File: src/rtl/rxf_pkg.sv
package rxf_pkg;
  localparam int ADDR_BYTES = 6;
  localparam int MAC_W      = 8 * ADDR_BYTES;
  localparam int HASH_W     = 6;
  localparam int HASH_N     = 1 << HASH_W;

  typedef logic [MAC_W-1:0] mac_t;

  // mode register layout, bit 2 down to bit 0
  typedef struct packed {
    logic hash_en;
    logic bc_reject;
    logic copy_all;
  } rxf_mode_t;

  // XOR fold: address bit k lands in index bit k mod HASH_W
  function automatic logic [HASH_W-1:0] fold_index(input mac_t a);
    logic [HASH_W-1:0] h;
    h = '0;
    for (int k = 0; k < MAC_W; k++) h[k % HASH_W] ^= a[k];
    return h;
  endfunction
endpackage

File: src/rtl/rxf_regbank.sv
module rxf_regbank
  import rxf_pkg::*;
#(
  parameter int NUM_FILT = 8,
  parameter int RA_W     = 8
) (
  input  logic                          clk,
  input  logic                          rst_n,
  input  logic                          we,
  input  logic [RA_W-1:0]               addr,
  input  logic [31:0]                   wdata,
  output logic [NUM_FILT-1:0][MAC_W-1:0] filt_addr,
  output logic [NUM_FILT-1:0]           filt_en,
  output logic [HASH_N-1:0]             hash_tbl,
  output rxf_mode_t                     mode
);
  localparam int HASH_LO_A = 8 * NUM_FILT;
  localparam int HASH_HI_A = HASH_LO_A + 4;
  localparam int MODE_A    = HASH_LO_A + 8;

  logic wr_hlo, wr_hhi, wr_mode;
  logic [31:0] hlo_q, hhi_q;
  rxf_mode_t   mode_q;

  assign wr_hlo  = we && (addr == RA_W'(HASH_LO_A));
  assign wr_hhi  = we && (addr == RA_W'(HASH_HI_A));
  assign wr_mode = we && (addr == RA_W'(MODE_A));

  for (genvar i = 0; i < NUM_FILT; i++) begin : g_ent
    logic        wr_lo, wr_hi, en_d, en_q;
    logic [31:0] lo_q;
    logic [15:0] hi_q;

    assign wr_lo = we && (addr == RA_W'(8 * i));
    assign wr_hi = we && (addr == RA_W'(8 * i + 4));

    always_comb begin
      en_d = en_q;
      if (wr_lo)      en_d = 1'b0;
      else if (wr_hi) en_d = 1'b1;
    end

    always_ff @(posedge clk or negedge rst_n) begin
      if (!rst_n) begin
        lo_q <= '0;
        hi_q <= '0;
        en_q <= 1'b0;
      end else begin
        if (wr_lo) lo_q <= wdata;
        if (wr_hi) hi_q <= wdata[15:0];
        en_q <= en_d;
      end
    end

    assign filt_addr[i] = {hi_q, lo_q};
    assign filt_en[i]   = en_q;
  end

  always_ff @(posedge clk or negedge rst_n) begin
    if (!rst_n) begin
      hlo_q  <= '0;
      hhi_q  <= '0;
      mode_q <= '0;
    end else begin
      if (wr_hlo)  hlo_q  <= wdata;
      if (wr_hhi)  hhi_q  <= wdata;
      if (wr_mode) mode_q <= rxf_mode_t'(wdata[2:0]);
    end
  end

  assign hash_tbl = {hhi_q, hlo_q};
  assign mode     = mode_q;
endmodule

File: src/rtl/rxf_capture.sv
module rxf_capture
  import rxf_pkg::*;
(
  input  logic       clk,
  input  logic       rst_n,
  input  logic       rx_valid,
  input  logic       rx_sof,
  input  logic [7:0] rx_data,
  output mac_t       addr_nxt,
  output logic       done_nxt
);
  localparam int CNT_W = $clog2(ADDR_BYTES + 1);
  localparam logic [CNT_W-1:0] IDLE = CNT_W'(ADDR_BYTES);
  localparam logic [CNT_W-1:0] LAST = CNT_W'(ADDR_BYTES - 1);

  logic [CNT_W-1:0] cnt_q, cnt_d, slot;
  mac_t             addr_q;
  logic             store;

  always_comb begin
    slot     = rx_sof ? '0 : cnt_q;
    store    = rx_valid && (rx_sof || (cnt_q != IDLE));
    addr_nxt = addr_q;
    for (int b = 0; b < ADDR_BYTES; b++)
      if (store && (slot == CNT_W'(b))) addr_nxt[8*b +: 8] = rx_data;
    cnt_d    = store ? slot + CNT_W'(1) : cnt_q;
    done_nxt = store && (slot == LAST);
  end

  always_ff @(posedge clk or negedge rst_n) begin
    if (!rst_n) begin
      cnt_q  <= IDLE;
      addr_q <= '0;
    end else begin
      cnt_q <= cnt_d;
      if (store) addr_q <= addr_nxt;
    end
  end
endmodule

File: src/rtl/rxf_decide.sv
module rxf_decide
  import rxf_pkg::*;
#(
  parameter int NUM_FILT = 8,
  localparam int IDX_W   = $clog2(NUM_FILT)
) (
  input  logic                           clk,
  input  logic                           rst_n,
  input  mac_t                           addr_nxt,
  input  logic                           done_nxt,
  input  logic [NUM_FILT-1:0][MAC_W-1:0] filt_addr,
  input  logic [NUM_FILT-1:0]            filt_en,
  input  logic [HASH_N-1:0]              hash_tbl,
  input  rxf_mode_t                      mode,
  output logic                           vd_valid,
  output logic                           vd_accept,
  output logic [IDX_W-1:0]               vd_index,
  output logic                           vd_exact,
  output logic                           vd_hash,
  output logic                           vd_bcast,
  output logic                           vd_promisc
);
  logic [NUM_FILT-1:0] hit;
  logic [IDX_W-1:0]    idx_d;
  logic [HASH_W-1:0]   hidx;
  logic                is_bc, exact_d, hash_d, acc_d;

  for (genvar i = 0; i < NUM_FILT; i++) begin : g_cmp
    assign hit[i] = filt_en[i] && (filt_addr[i] == addr_nxt);
  end

  always_comb begin
    idx_d = '0;
    for (int i = NUM_FILT - 1; i >= 0; i--)
      if (hit[i]) idx_d = IDX_W'(i);
    is_bc   = &addr_nxt;
    hidx    = fold_index(addr_nxt);
    exact_d = |hit;
    hash_d  = mode.hash_en && addr_nxt[0] && !is_bc && hash_tbl[hidx];
    acc_d   = mode.copy_all || (is_bc ? !mode.bc_reject : (exact_d || hash_d));
  end

  always_ff @(posedge clk or negedge rst_n) begin
    if (!rst_n) begin
      vd_valid   <= 1'b0;
      vd_accept  <= 1'b0;
      vd_index   <= '0;
      vd_exact   <= 1'b0;
      vd_hash    <= 1'b0;
      vd_bcast   <= 1'b0;
      vd_promisc <= 1'b0;
    end else begin
      vd_valid <= done_nxt;
      if (done_nxt) begin
        vd_accept  <= acc_d;
        vd_index   <= idx_d;
        vd_exact   <= exact_d;
        vd_hash    <= hash_d;
        vd_bcast   <= is_bc;
        vd_promisc <= mode.copy_all;
      end
    end
  end
endmodule

File: src/rtl/rx_dest_filter.sv
module rx_dest_filter
  import rxf_pkg::*;
#(
  parameter int NUM_FILT = 8,
  parameter int RA_W     = 8,
  localparam int IDX_W   = $clog2(NUM_FILT)
) (
  input  logic             clk,
  input  logic             rst_n,
  input  logic             reg_we,
  input  logic [RA_W-1:0]  reg_addr,
  input  logic [31:0]      reg_wdata,
  input  logic             rx_valid,
  input  logic             rx_sof,
  input  logic [7:0]       rx_data,
  output logic             vd_valid,
  output logic             vd_accept,
  output logic [IDX_W-1:0] vd_index,
  output logic             vd_exact,
  output logic             vd_hash,
  output logic             vd_bcast,
  output logic             vd_promisc
);
  logic [1:0] rst_sync_q;
  logic       rst_int_n;

  always_ff @(posedge clk or negedge rst_n) begin
    if (!rst_n) rst_sync_q <= 2'b00;
    else        rst_sync_q <= {rst_sync_q[0], 1'b1};
  end
  assign rst_int_n = rst_sync_q[1];

  logic [NUM_FILT-1:0][MAC_W-1:0] filt_addr;
  logic [NUM_FILT-1:0]            filt_en;
  logic [HASH_N-1:0]              hash_tbl;
  rxf_mode_t                      mode;
  mac_t                           addr_nxt;
  logic                           done_nxt;

  rxf_regbank #(.NUM_FILT(NUM_FILT), .RA_W(RA_W)) u_regs (
    .clk(clk), .rst_n(rst_int_n), .we(reg_we), .addr(reg_addr), .wdata(reg_wdata),
    .filt_addr(filt_addr), .filt_en(filt_en), .hash_tbl(hash_tbl), .mode(mode)
  );

  rxf_capture u_cap (
    .clk(clk), .rst_n(rst_int_n), .rx_valid(rx_valid), .rx_sof(rx_sof),
    .rx_data(rx_data), .addr_nxt(addr_nxt), .done_nxt(done_nxt)
  );

  rxf_decide #(.NUM_FILT(NUM_FILT)) u_dec (
    .clk(clk), .rst_n(rst_int_n), .addr_nxt(addr_nxt), .done_nxt(done_nxt),
    .filt_addr(filt_addr), .filt_en(filt_en), .hash_tbl(hash_tbl), .mode(mode),
    .vd_valid(vd_valid), .vd_accept(vd_accept), .vd_index(vd_index),
    .vd_exact(vd_exact), .vd_hash(vd_hash), .vd_bcast(vd_bcast),
    .vd_promisc(vd_promisc)
  );
endmodule

File: config.mk
export PLATFORM = sky130hd
export DESIGN_NAME = rx_dest_filter
export DESIGN_NICKNAME = d
export VERILOG_FILES = /design/src/rtl/rxf_pkg.sv /design/src/rtl/rxf_regbank.sv /design/src/rtl/rxf_capture.sv /design/src/rtl/rxf_decide.sv /design/src/rtl/rx_dest_filter.sv
export SDC_FILE = /design/constraint.sdc
export NUM_CORES = 1
export LEC_CHECK = 0
export CAP_MARGIN = 10
export CORE_ASPECT_RATIO = 0.7
export CORE_MARGIN = 4
export CORE_UTILIZATION = 45
export CTS_BUF_LIST = sky130_fd_sc_hd__clkbuf_4 sky130_fd_sc_hd__clkbuf_8
export DETAILED_ROUTE_END_ITERATION = 12
export PLACE_DENSITY = 0.61
export SLEW_MARGIN = 20
export SYNTH_ARGS = -nofsm -noshare
export SYNTH_HDL_FRONTEND = slang
export SYNTH_SLANG_ARGS = --single-unit
File: constraint.sdc
create_clock -name clk -period 15.2 [get_ports clk]
set_clock_uncertainty 0.05 [all_clocks]
set_input_delay 3.04 -clock clk [delete_from_list [all_inputs] [get_ports clk]]
set_output_delay 3.04 -clock clk [all_outputs]
set_load 0.05 [all_outputs]
# After elaboration in Yosys (flattened, before gate mapping)

Cells that the tools add are included.

Word-level logic and storage cells: 203
Input bits: 53
Output and inout port bits: 9
Flip-flop bits (word level): 521

Add/sub/neg operators: 1
Muxes and demuxes: 34
Bitwise operators: 42
Reductions and logical operators: 54
Order comparisons: 1
Equality and inequality tests: 32

Operators by type and width:

| kind                                                                         | number |
|---|---|
| 48-bit == test                                                               | 8 |
| 8-bit by 6-bit == test with 1-bit output, second input constant              | 8 |
| 8-bit two-way mux                                                            | 6 |
| 48-bit AND reduction                                                         | 1 |
| 1-bit XOR                                                                    | 42 |
| 1-bit logical AND                                                            | 37 |
| 8-bit by 5-bit == test with 1-bit output, second input constant              | 4 |
| 3-bit two-way mux                                                            | 9 |
| 8-bit by 7-bit == test with 1-bit output, second input constant              | 3 |
| 1-bit two-way mux                                                            | 18 |
| 8-bit by 4-bit == test with 1-bit output, second input constant              | 2 |
| 2-bit nonzero test                                                           | 8 |
| 8-bit by 3-bit == test with 1-bit output, second input constant              | 1 |
| 8-bit zero test                                                              | 1 |
| 8-bit OR reduction                                                           | 1 |
| 6-bit by 7-bit less-than comparator with 1-bit output, second input constant | 1 |
| 1-bit binary-select mux with 6-bit select                                    | 1 |
| 3-bit by 2-bit == test with 1-bit output, second input constant              | 2 |
| 3-bit == test, second input constant                                         | 2 |
| 3-bit by 1-bit adder with 3-bit output, second input constant                | 1 |
| 3-bit by 1-bit == test with 1-bit output, second input constant              | 1 |
| 3-bit zero test                                                              | 1 |
| 1-bit logical OR                                                             | 3 |
| 3-bit inequality test, second input constant                                 | 1 |
| 1-bit zero test                                                              | 2 |

# Depth between registers and ports, before layout

Gate-level depths: netlist (run 1).

Word-level depth: 18
Gate-level depth with buffers: 18
Gate-level depth less buffers: 15

# Hierarchy

A second synthesis (run 1) with hierarchy kept.

Cells, all modules: 2237
Area total of the unflattened synthesis: 27589.0 µm²

Modules (own cells, without submodules):

| module         | sequential area each (µm²) | cells each | instances | area an instance (µm²) |
|---|---|---|---|---|
| rxf_regbank    | 11486.0                    | 1041       | 1         | 17349.1 |
| rxf_decide     | 225.2                      | 1001       | 1         | 7407.1 |
| rxf_capture    | 1278.7                     | 192        | 1         | 2778.9 |
| rx_dest_filter | 50.0                       | 3          | 1         | 53.8 |

# Worst setup path before layout (run 1)

OpenSTA, ideal clock, no wires.

Path type: input to register
Start point: input port rx_sof
End point: register u_dec.vd_accept
Data required time: 15.010 ns
Path buffers: 1
Slack: 8.993 ns
Setup time: 0.140 ns
Arrival: 6.016 ns
Stages: 16
Path through: nand2b_1 inv_1 ha_1 ha_1 o211ai_1 buf_6 mux2i_1 xnor2_1 xnor2_1 xnor2_2 mux4_2 nor2b_1 a211oi_1 a21oi_1 o221ai_2 a31oi_1

Word-level cells in the longest chain between the ends: 17
Elaborated cells on any way between the ends: 90
Those cells by class: eq/ne: 13; mux: 10; bitwise: 42; reduce/logical: 25

RTL lines:

| element                                                                | line                                 | source |
|---|---|---|
| start, declared                                                        | rx_dest_filter.sv:14                 | `input logic rx_sof,` |
| 3-bit two-way mux or 1-bit logical OR (tied branches)                  | rxf_capture.sv:21, rxf_capture.sv:22 |  |
| 3-bit by 1-bit == test with 1-bit output, or another cell as far along | rxf_capture.sv:25                    | `if (store && (slot == CNT_W'(b))) addr_nxt[8*b +: 8] = rx_data;` |
| 1-bit logical AND                                                      | rxf_capture.sv:25                    |  |
| 8-bit two-way mux                                                      | rxf_capture.sv:25                    |  |
| 1-bit XOR (7 in series)                                                | rxf_pkg.sv:20                        | `for (int k = 0; k < MAC_W; k++) h[k % HASH_W] ^= a[k];` |
| 1-bit binary-select mux with 6-bit select                              | rxf_decide.sv:39                     | `hash_d = mode.hash_en && addr_nxt[0] && !is_bc && hash_tbl[hidx];` |
| 1-bit two-way mux (implied by the code)                                | rxf_decide.sv:39                     |  |
| 1-bit logical AND                                                      | rxf_decide.sv:39                     |  |
| 1-bit logical OR                                                       | rxf_decide.sv:40                     | `acc_d = mode.copy_all \|\| (is_bc ? !mode.bc_reject : (exact_d \|\| hash_d));` |
| 1-bit two-way mux                                                      | rxf_decide.sv:40                     |  |
| 1-bit logical OR                                                       | rxf_decide.sv:40                     |  |
| end signal, assigned                                                   | rxf_decide.sv:46                     | `vd_accept <= 1'b0;` |
| end signal, assigned                                                   | rxf_decide.sv:55                     | `vd_accept <= acc_d;` |
| end, declared                                                          | rxf_decide.sv:16                     | `output logic vd_accept,` |

Parallel ways exist; a longest one is shown, timed or not. The select of a mux whose other input is x is not followed.
A chain may end at the register's enable or synchronous reset.

# Worst setup path in the final report (run 1)

Start point: input port rx_sof
End point: register u_dec.vd_index[0]

Word-level cells in the longest chain between the ends: 14
Elaborated cells on any way between the ends: 45
Those cells by class: eq/ne: 13; mux: 15; reduce/logical: 17

RTL lines:

| element                                                                | line                                 | source |
|---|---|---|
| 3-bit two-way mux or 1-bit logical OR (tied branches)                  | rxf_capture.sv:21, rxf_capture.sv:22 |  |
| 3-bit by 1-bit == test with 1-bit output, or another cell as far along | rxf_capture.sv:25                    |  |
| 1-bit logical AND, on equally long branches                            | rxf_capture.sv:25, rxf_capture.sv:27 |  |
| 8-bit two-way mux                                                      | rxf_capture.sv:25                    |  |
| 48-bit == test                                                         | rxf_decide.sv:29                     | `assign hit[i] = filt_en[i] && (filt_addr[i] == addr_nxt);` |
| 1-bit logical AND                                                      | rxf_decide.sv:29                     |  |
| 3-bit two-way mux (8 in series)                                        | rxf_decide.sv:35                     | `if (hit[i]) idx_d = IDX_W'(i);` |
| end signal, assigned                                                   | rxf_decide.sv:56                     | `vd_index <= idx_d;` |
| end, declared                                                          | rxf_decide.sv:17                     | `output logic [IDX_W-1:0] vd_index,` |

Parallel ways exist; a longest one is shown, timed or not.

==> results of run 1 <==
==> sequential cells by signal (all words and copies together) (netlist names), 2 cells and up <==
| register | flops |
|---|---|
| u_cap.addr_q | 48 |
| u_regs.hlo_q | 32 |
| u_cap.cnt_q | 3 |
| u_regs.g_ent.hi_q | 128 |
| rst_sync_q | 2 |
| u_regs.g_ent.en_q | 8 |
| u_regs.g_ent.lo_q | 256 |
| u_regs.mode | 3 |
| u_dec.vd_index | 3 |
| u_regs.hhi_q | 32 |
==> cells by family (layout without fill, tap and decap cells) <==
group / count (synthesis) / in the layout / share of synthesized area
other: 1 / 1 / 0.000148
AND/OR/NAND/NOR: 244 / 244 / 0.0546
XOR/XNOR: 423 / 423 / 0.148
multiplexers: 538 / 538 / 0.238
flip-flops: 521 / 521 / 0.513
adder cells (fa/ha/maj): 5 / 5 / 0.00246
buffers and inverters: 194 / 349 / 0.0312
AO/OA/AOI/OAI: 46 / 46 / 0.0123
==> metal layers <==
layer / vias to the layer above / global-route usage
li1: 6976 / -
met1: 8661 / 0.396
met2: 657 / 0.405
met3: 176 / 0.0701
met4: 2 / 0.0912
met5: - / 0
==> where the power goes <==
group | total, mW | switching [mW] | internal, mW
logic | 1.93 | 1.17 | 0.752
clock network | 1.32 | 0.596 | 0.726
registers | 1.57 | 0.0703 | 1.50
total | 4.82 | 1.84 | 2.98
==> placed cells by master, fill, tap and decap left out, drive strengths merged, types with 5 or more instances in the layout <==
cell	instances
ha	5
nand2	30
a21oi	11
nor4	76
mux2i	76
xor2	137
clkdlybuf4s50	54
buf	85
nand2b	7
o21ai	11
mux2	457
clkinv	10
xnor2	286
mux4	5
dfrtp	519
nor3	16
inv	62
nand3	18
nand4	43
clkbuf	133
nor2	32
==> path summary, 6_finish.rpt <==
check	startpoint	end	slack [ns]	cells after the start
setup / recovery	rx_sof	u_dec.vd_index[0]$_DFFE_PN0P_	7.74	17
hold / removal	rst_sync_q[0]$_DFF_PN0_	rst_sync_q[1]$_DFF_PN0_	0.30	0
setup reg to reg	u_cap.cnt_q[1]$_DFFE_PN1P_	u_dec.vd_index[0]$_DFFE_PN0P_	10.29	15
hold reg to reg	rst_sync_q[0]$_DFF_PN0_	rst_sync_q[1]$_DFF_PN0_	0.30	0
max in group asynchronous	rst_sync_q[1]$_DFF_PN0_	u_regs.g_ent[0].hi_q[10]$_DFFE_PN0P_	11.70	3
min in group asynchronous	rst_sync_q[1]$_DFF_PN0_	u_cap.addr_q[43]$_DFFE_PN0P_	0.41	0
==> layout make-up <==
class,count,area (um2)
fillers,4765,26600
flip-flops and latches,521,13000
multi-input cells,1257,11700
clock buffers,133,1690
repair buffers,139,1230
well taps,740,926
inverters,58,220
clock inverters,19,153
==> critical path, delay by kind of cell <==
kind	cells	cell delay, ns
AND/OR/NAND/NOR	5	2.07
buffers and inverters	3	0.94
multiplexers	1	0.72
AO/OA/AOI/OAI	5	0.59
adder cells (fa/ha/maj)	2	0.40
XOR/XNOR	1	0.13
==> per-stage QoR <==
stage	power, mW	instances	util	cell area, um2	worst slack [ns]
final	4.82	2867	0.521	29000	7.74
after global routing	5.02	2867	0.521	29000	7.55
after CTS	4.82	2865	0.520	28900	7.75
after detailed placement	3.49	2713	0.487	27100	7.04
after global placement	3.48	2712	0.486	27000	7.11
after floorplan	2.88	1972	-	25400	6.67
==> impl_metrics.toml, run 1 <==
[floorplanning]
dieHeight_um = 207
die_area_um2 = 60400
die_w_um = 292
start_util = 0.457
rows = 72
core_area_um2 = 55600
io_pins = 62

[worst_setup_path]
crit_path_start_kind = "primary input"
worstSetupEndpointType = "flop"
path_class = "primary input to flop"
slowest_stage = "nor4_1"
critPathMaxStageDelay_ns = 0.87
worst-endpoint-arrival_ns = 7.95
cp_common_cell = "nor4_1"
path_max_fanout = 10
required_ns = 15.69
path_cells = "clkdlybuf4s50_1 -> nand2b_1 -> inv_1 -> ha_1 -> ha_1 -> o211ai_1 -> buf_4 -> mux2i_2 -> xnor2_1 -> nor4_1 -> nand4_1 -> nor4_1 -> nor4_1 -> o21bai_1 -> a21oi_1 -> o21bai_1 -> o21ai_0"

[layout]
area_delta_synth_final_pct = 14.1
antennaDiodeCount = 0
nNetsFinal = 2119
drive_above_1_share = 0.354

[synth]
synth_seq_cells = 521
syn_nets = 2030
synth-edff-count = 0
yosysMostFrequentCell = "dfrtp_1"
synth_area_leaders = "dfrtp_1 51%, mux2_2 20%, xnor2_1 9.7%, xor2_1 4.7%, mux2i_1 2.8%"
ys_seq_area_frac = 0.513
synth_cells = 1972
ys_types = 62
syn-cell-area_um2 = 25400
synth.top_cell.area_share = 0.511
synth_ff_type = "dfrtp_1"
ys_warn_count = 0
ys_async_sr_fraction = 1.00
synth.largest_area_cell = "dfrtp_1"
syn_avg_cell_area_um2 = 12.9
synth_commonest_cells = "519 x dfrtp_1, 456 x mux2_2, 281 x xnor2_1"

[global_route]
grt_pass1_wl_um = 119000
grt_pass1_vias = 16700
grt_max_degree = 183
grt_antenna_before_repair = 7
grt_usage = 0.274
grt.overflow.total = 0

[sta]
worst_slew_pin_slew_ns = 1.21
rsz0062_at_grt = "false"
post-route-period-util = 0.491
post-route-min-period_ns = 7.46
report.final.slew_viol_count = 0
fmax_mhz = 134
tns_ns = 0
slew_headroom = 0.185
hold_viol_final = 0
finalSetupViolCount = 0
holdWs_ns = 0.304

[clock_network]
clk_latency_ns = 0.70
cts-root-buf = "clkbuf_8"
numCtsBuffers = 84
cts_setup_buffers = 0
clk_pin_slew_ns = 0.07
h-tree-depth = 3
clockBufferDepth = 3
cts_hold_buffers = 0
cts_tree = "built"
cts_resized = 0
cts.sinks = 521

[power_and_ir_drop]
leakagePower_nw = 13.9
ir_drop_mv = 0.127
p_per_area_nw_per_um2 = 166

[route]
drt_iter0_drc = 1526
drt-vias-per-instance = 5.75
wl_met3_um = 6900
antenna_left = 0
met1_length_um = 37100
drc = 0
vias = 16500
dr.pass1.iters = 5
wl_met2_um = 35600
routed_wl_um = 82400
wl_per_cell_um = 28.7
top_layer_used = "met5"

[place]
gp_congestion = 0.924
dp_hpwl_um = 53600
port-buffer-count = 61

[worst_hold_path]
min_path_type = "flop to flop"

[status]
status = "finished, final reports clean"

[run]
cap_violations = 0
No activity file was read; power rests on OpenSTA's default activity.
==> inputs of run 2 (changes only) <==
clock period = 6.05 ns   (was 15.2 ns; I/O delays follow)
==> impl_metrics.toml, run 2 (synthesis gave the netlist of run 1 again) <==
[status]
status = "finished, final reports clean"

[clock_network]
cts_tree = "built"
clk_pin_slew_ns = 0.07
cts.sinks = 521
clk_latency_ns = 0.71
cts_hold_buffers = 0
cts-root-buf = "clkbuf_8"
cts_resized = 0
numCtsBuffers = 84
h-tree-depth = 3
cts_setup_buffers = 0
clockBufferDepth = 3

[place]
port-buffer-count = 61
preCtsSetupSlack_ns = 0.0846
gp_congestion = 0.901
dpl_cell_area_um2 = 27300
dp_hpwl_um = 53800
placed_cells = 2746

[layout]
nNetsFinal = 2153
fillers = 4732
largestRegisters = "u_regs.g_ent.lo_q: 256 flops, u_regs.g_ent.hi_q: 128 flops, u_cap.addr_q: 48 flops"
fin_cells = 2898
drive_above_1_share = 0.362
layout_common_cells = "518 x dfrtp_1, 456 x mux2_2, 280 x xnor2_1, 137 x xor2_1, 105 x clkbuf_8"
design_area_um2 = 29200
fin_util = 0.525
largest_register_ffs = 256
regMostFlops = "u_regs.g_ent.lo_q"
mostFrequentLayoutCell = "dfrtp_1"
area_delta_synth_final_pct = 14.9

[route]
dr.pass1.iters = 5
antenna_left = 0
drc = 0
drt_iter0_drc = 1563
routed_wl_um = 82000
vias = 16600
drt-vias-per-instance = 5.73
wl_per_cell_um = 28.3

[floorplanning]
start_util = 0.457
io_pins = 62
rows = 72
dieHeight_um = 207
core_area_um2 = 55600
die_w_um = 292
die_area_um2 = 60400

[global_route]
grt.overflow.total = 0
grt_pass1_wl_um = 120000
grt_usage = 0.273
grt_antenna_before_repair = 4
grt_pass1_vias = 16900
grt_max_degree = 182

[sta]
slew_headroom = 0.224
worst_slew_pin_slew_ns = 1.16
finalSetupViolCount = 0
tns_ns = 0
post-route-period-util = 0.883
rsz0062_at_grt = "false"
hold_viol_final = 0
fmax_mhz = 187
report.final.slew_viol_count = 0
post-route-min-period_ns = 5.34
timing.final.ws_setup_ns = 0.706
holdWs_ns = 0.278

[worst_setup_path]
required_ns = 6.63
rr_worst_depth = 16
slowest_stage = "mux2i_2"
cp_common_cell = "nor4_1"
path_class = "primary input to flop"
critPathMaxStageDelay_ns = 0.75
worstSetupEndpointType = "flop"
r2r_slack_ns = 1.45
r2r-end = "u_dec.vd_index[0]$_DFFE_PN0P_"
crit_path_start_kind = "primary input"
r2r-start = "u_cap.cnt_q[1]$_DFFE_PN1P_"
path_cells = "clkdlybuf4s50_1 -> nand2b_1 -> inv_1 -> ha_1 -> ha_1 -> o211ai_1 -> buf_4 -> mux2i_2 -> buf_4 -> xnor2_1 -> nor4_1 -> nand4_1 -> nor4_1 -> nor2_1 -> nand2_1 -> nor4_1 -> o21ai_0"
worst-endpoint-arrival_ns = 5.92
crit_buf_inv = 4
path_max_fanout = 10
crit_family = "simple AND/OR/NAND/NOR gates"

[power_and_ir_drop]
total_power_mw = 12.1
leakagePower_nw = 14.0
ir_drop_mv = 0.338
p_per_area_nw_per_um2 = 415

[run]
cap_violations = 0

[worst_hold_path]
min_path_type = "flop to async pin"
[run 2: how the worst max path moves through the flow]
stage | startpoint | to | slack [ns] | depth (start not counted)
after global routing | rx_sof | u_dec.vd_exact$_DFFE_PN0P_ | 0.60 | 17
after global placement | rx_sof | u_dec.vd_index[0]$_DFFE_PN0P_ | 0.15 | 17
final | rx_sof | u_dec.vd_exact$_DFFE_PN0P_ | 0.71 | 17
after detailed placement | rx_sof | u_dec.vd_exact$_DFFE_PN0P_ | 0.08 | 17
after CTS | rx_sof | u_dec.vd_exact$_DFFE_PN0P_ | 0.84 | 17
after floorplan | rst_sync_q[1]$_DFF_PN0_ | u_cap.addr_q[0]$_DFFE_PN0P_ | 0.93 | 0
[run 2: area by class of cell]
class	instances	area (um2)	share of cell area
Antenna cell	2	5.00	0.000172
Clock buffer	136	1680	0.0575
Clock inverter	11	93.8	0.00322
Inverter	58	220	0.00755
Multi-Input combinational cell	1257	11700	0.401
Sequential cell	521	13000	0.447
Tap cell	740	926	0.0317
Timing Repair Buffer	173	1520	0.0520
[run 2: worst reg2reg max path, delay by kind of cell, from the launching register on]
| kind | cells | cell delay (ns) |
|---|---|---|
| mux | 1 | 0.78 |
| compound gates | 4 | 0.54 |
| buf+inv | 3 | 0.73 |
| simple gates | 6 | 1.54 |
| xor+xnor | 1 | 0.16 |
| fa+ha+maj | 1 | 0.17 |
| flops | 1 | 0.59 |
[run 2: report_power, final]
group          total [mW]  leakage [nW]  internal, mW  switching, mW
sequential           3.93          7.09          3.76          0.170
combinational        4.93          6.00          2.01           2.92
clock                3.26         0.942          1.79           1.47
total                12.1          14.0          7.57           4.55
[run 2: metal layers]
layer,vias to the layer above,track usage,part of all wire
li1,7061,-,-
met1,8770,0.403,0.47
met2,611,0.408,0.43
met3,153,0.0539,0.071
met4,0,0.0841,0.032
met5,-,0,0
==> inputs of run 3 (changes only) <==
CORE_MARGIN = 8   (was 4)
SLEW_MARGIN = 15   (was 20)
TNS_END_PERCENT = 100   (was unset)
==> impl_metrics.toml, run 3 (synthesis gave the netlist of run 1 again) <==
[sta]
hold_viol_final = 0
timing.final.ws_setup_ns = 0.475
rsz0062_at_grt = "false"
fmax_mhz = 179
finalSetupViolCount = 0
post-route-min-period_ns = 5.57
post-route-period-util = 0.921
tns_ns = 0
report.final.slew_viol_count = 0
holdWs_ns = 0.305
slew_headroom = 0.184
worst_slew_pin_slew_ns = 1.22

[layout]
layout_common_cells = "518 x dfrtp_1, 456 x mux2_2, 280 x xnor2_1, 137 x xor2_1, 110 x buf_4"
nNetsFinal = 2156
largest_register_ffs = 256
mostFrequentLayoutCell = "dfrtp_1"
drive_above_1_share = 0.360
area_delta_synth_final_pct = 14.7
regMostFlops = "u_regs.g_ent.lo_q"
design_area_um2 = 29100
largestRegisters = "u_regs.g_ent.lo_q: 256 flops, u_regs.g_ent.hi_q: 128 flops, u_cap.addr_q: 48 flops"

[worst_setup_path]
slowest_stage = "nor4_1"
required_ns = 6.59
critPathMaxStageDelay_ns = 0.79
path_max_fanout = 9
worst-endpoint-arrival_ns = 6.11
worstSetupEndpointType = "flop"
crit_path_start_kind = "primary input"
path_cells = "clkdlybuf4s50_1 -> nand2b_1 -> inv_1 -> ha_1 -> ha_1 -> o211ai_1 -> buf_4 -> mux2i_2 -> buf_4 -> xnor2_1 -> nor4_1 -> nand4_1 -> nor4_1 -> nor2_1 -> nand2_1 -> nor4_1 -> buf_4 -> o21ai_0"
path_class = "primary input to flop"

[route]
met1_length_um = 38000
wl_met2_um = 35000
drc = 0
dr.pass1.iters = 5
drt-vias-per-instance = 5.61
wl_per_cell_um = 27.8
wl_met3_um = 5820
antenna_left = 0
drt_iter0_drc = 1335
vias = 16300
top_layer_used = "met4"
routed_wl_um = 80700

[floorplanning]
die_area_um2 = 64400
die_w_um = 300
io_pins = 62
core_area_um2 = 56300
start_util = 0.451
rows = 73
dieHeight_um = 215

[worst_hold_path]
min_path_type = "flop to flop"

[clock_network]
h-tree-depth = 3
cts-root-buf = "clkbuf_8"
clockBufferDepth = 3
clk_latency_ns = 0.69
cts.sinks = 521
cts_setup_buffers = 0
cts_resized = 0
clk_pin_slew_ns = 0.06
cts_tree = "built"
cts_hold_buffers = 0
numCtsBuffers = 85

[place]
port-buffer-count = 61
gp_congestion = 0.902
preCtsSetupSlack_ns = -0.0336
dpl_cell_area_um2 = 27300
dp_hpwl_um = 52800

[global_route]
grt_max_degree = 187
grt_antenna_before_repair = 8
grt_usage = 0.250
grt.overflow.total = 0
grt_pass1_wl_um = 119000
grt_pass1_vias = 16700

[power_and_ir_drop]
leakagePower_nw = 14.0
pwr-share-comb = 0.411
sw_frac_of_total = 0.373
p_int_mw = 7.58
total_power_mw = 12.1
p_clk_frac = 0.263
p_sw_mw = 4.51
ir_drop_mv = 0.305
p_per_area_nw_per_um2 = 415
p_seq_frac = 0.325

[run]
cap_violations = 0

[status]
status = "finished, final reports clean"
[run 3: worst max-delay path, delay by kind of cell]
kind	cells	cell delay, ns
buffers and inverters	5	1.37
and+or+nand+nor	7	2.13
xor gates and xnor gates	1	0.09
adders and majority gates	2	0.39
muxes	1	0.58
AOI/OAI and AO/OA	2	0.31
[run 3: through the flow]
stage / cells / utilization
final: 2905 / 0.518
after detailed placement: 2759 / 0.486
after CTS: 2902 / 0.517
after global routing: 2904 / 0.518
after global placement: 2759 / 0.486
after floorplan: 1972 / -
[run 3: worst paths after layout]
check / cells past startpoint / end / from / slack [ns]
worst max-delay path: 18 / u_dec.vd_exact$_DFFE_PN0P_ / rx_sof / 0.48
worst min-delay path: 0 / rst_sync_q[1]$_DFF_PN0_ / rst_sync_q[0]$_DFF_PN0_ / 0.30
worst max register to register: 17 / u_dec.vd_exact$_DFFE_PN0P_ / u_cap.cnt_q[1]$_DFFE_PN1P_ / 1.22
worst min register to register: 0 / rst_sync_q[1]$_DFF_PN0_ / rst_sync_q[0]$_DFF_PN0_ / 0.30
max in group asynchronous: 2 / u_regs.hlo_q[12]$_DFFE_PN0P_ / rst_sync_q[1]$_DFF_PN0_ / 3.88
min in group asynchronous: 0 / u_regs.g_ent[6].hi_q[11]$_DFFE_PN0P_ / rst_sync_q[1]$_DFF_PN0_ / 0.43
[run 3: power by group through the flow]
stage	combinational, mW	clock, mW	sequential, mW
floorplan	3.25	0	3.99
global placement	4.90	0	3.98
detailed placement	4.94	0	3.99
CTS	4.96	3.25	3.93
global route	5.28	3.41	3.96
finish	4.98	3.19	3.93
[run 3: cell type report]
class / count / area [um2]
Inverter: 58 / 220
Antenna cell: 1 / 2.50
Clock buffer: 136 / 1690
Tap cell: 750 / 938
Timing Repair Buffer: 175 / 1490
Fill cell: 4923 / 27100
Clock inverter: 7 / 45.0
Multi-Input combinational cell: 1257 / 11700
Sequential cell: 521 / 13000
[run 3: per-layer routing]
metal / vias to the layer above / track usage
met4: 0 / 0.0615
met5: - / 0
met3: 107 / 0.0495
met2: 553 / 0.366
li1: 7037 / -
met1: 8595 / 0.376
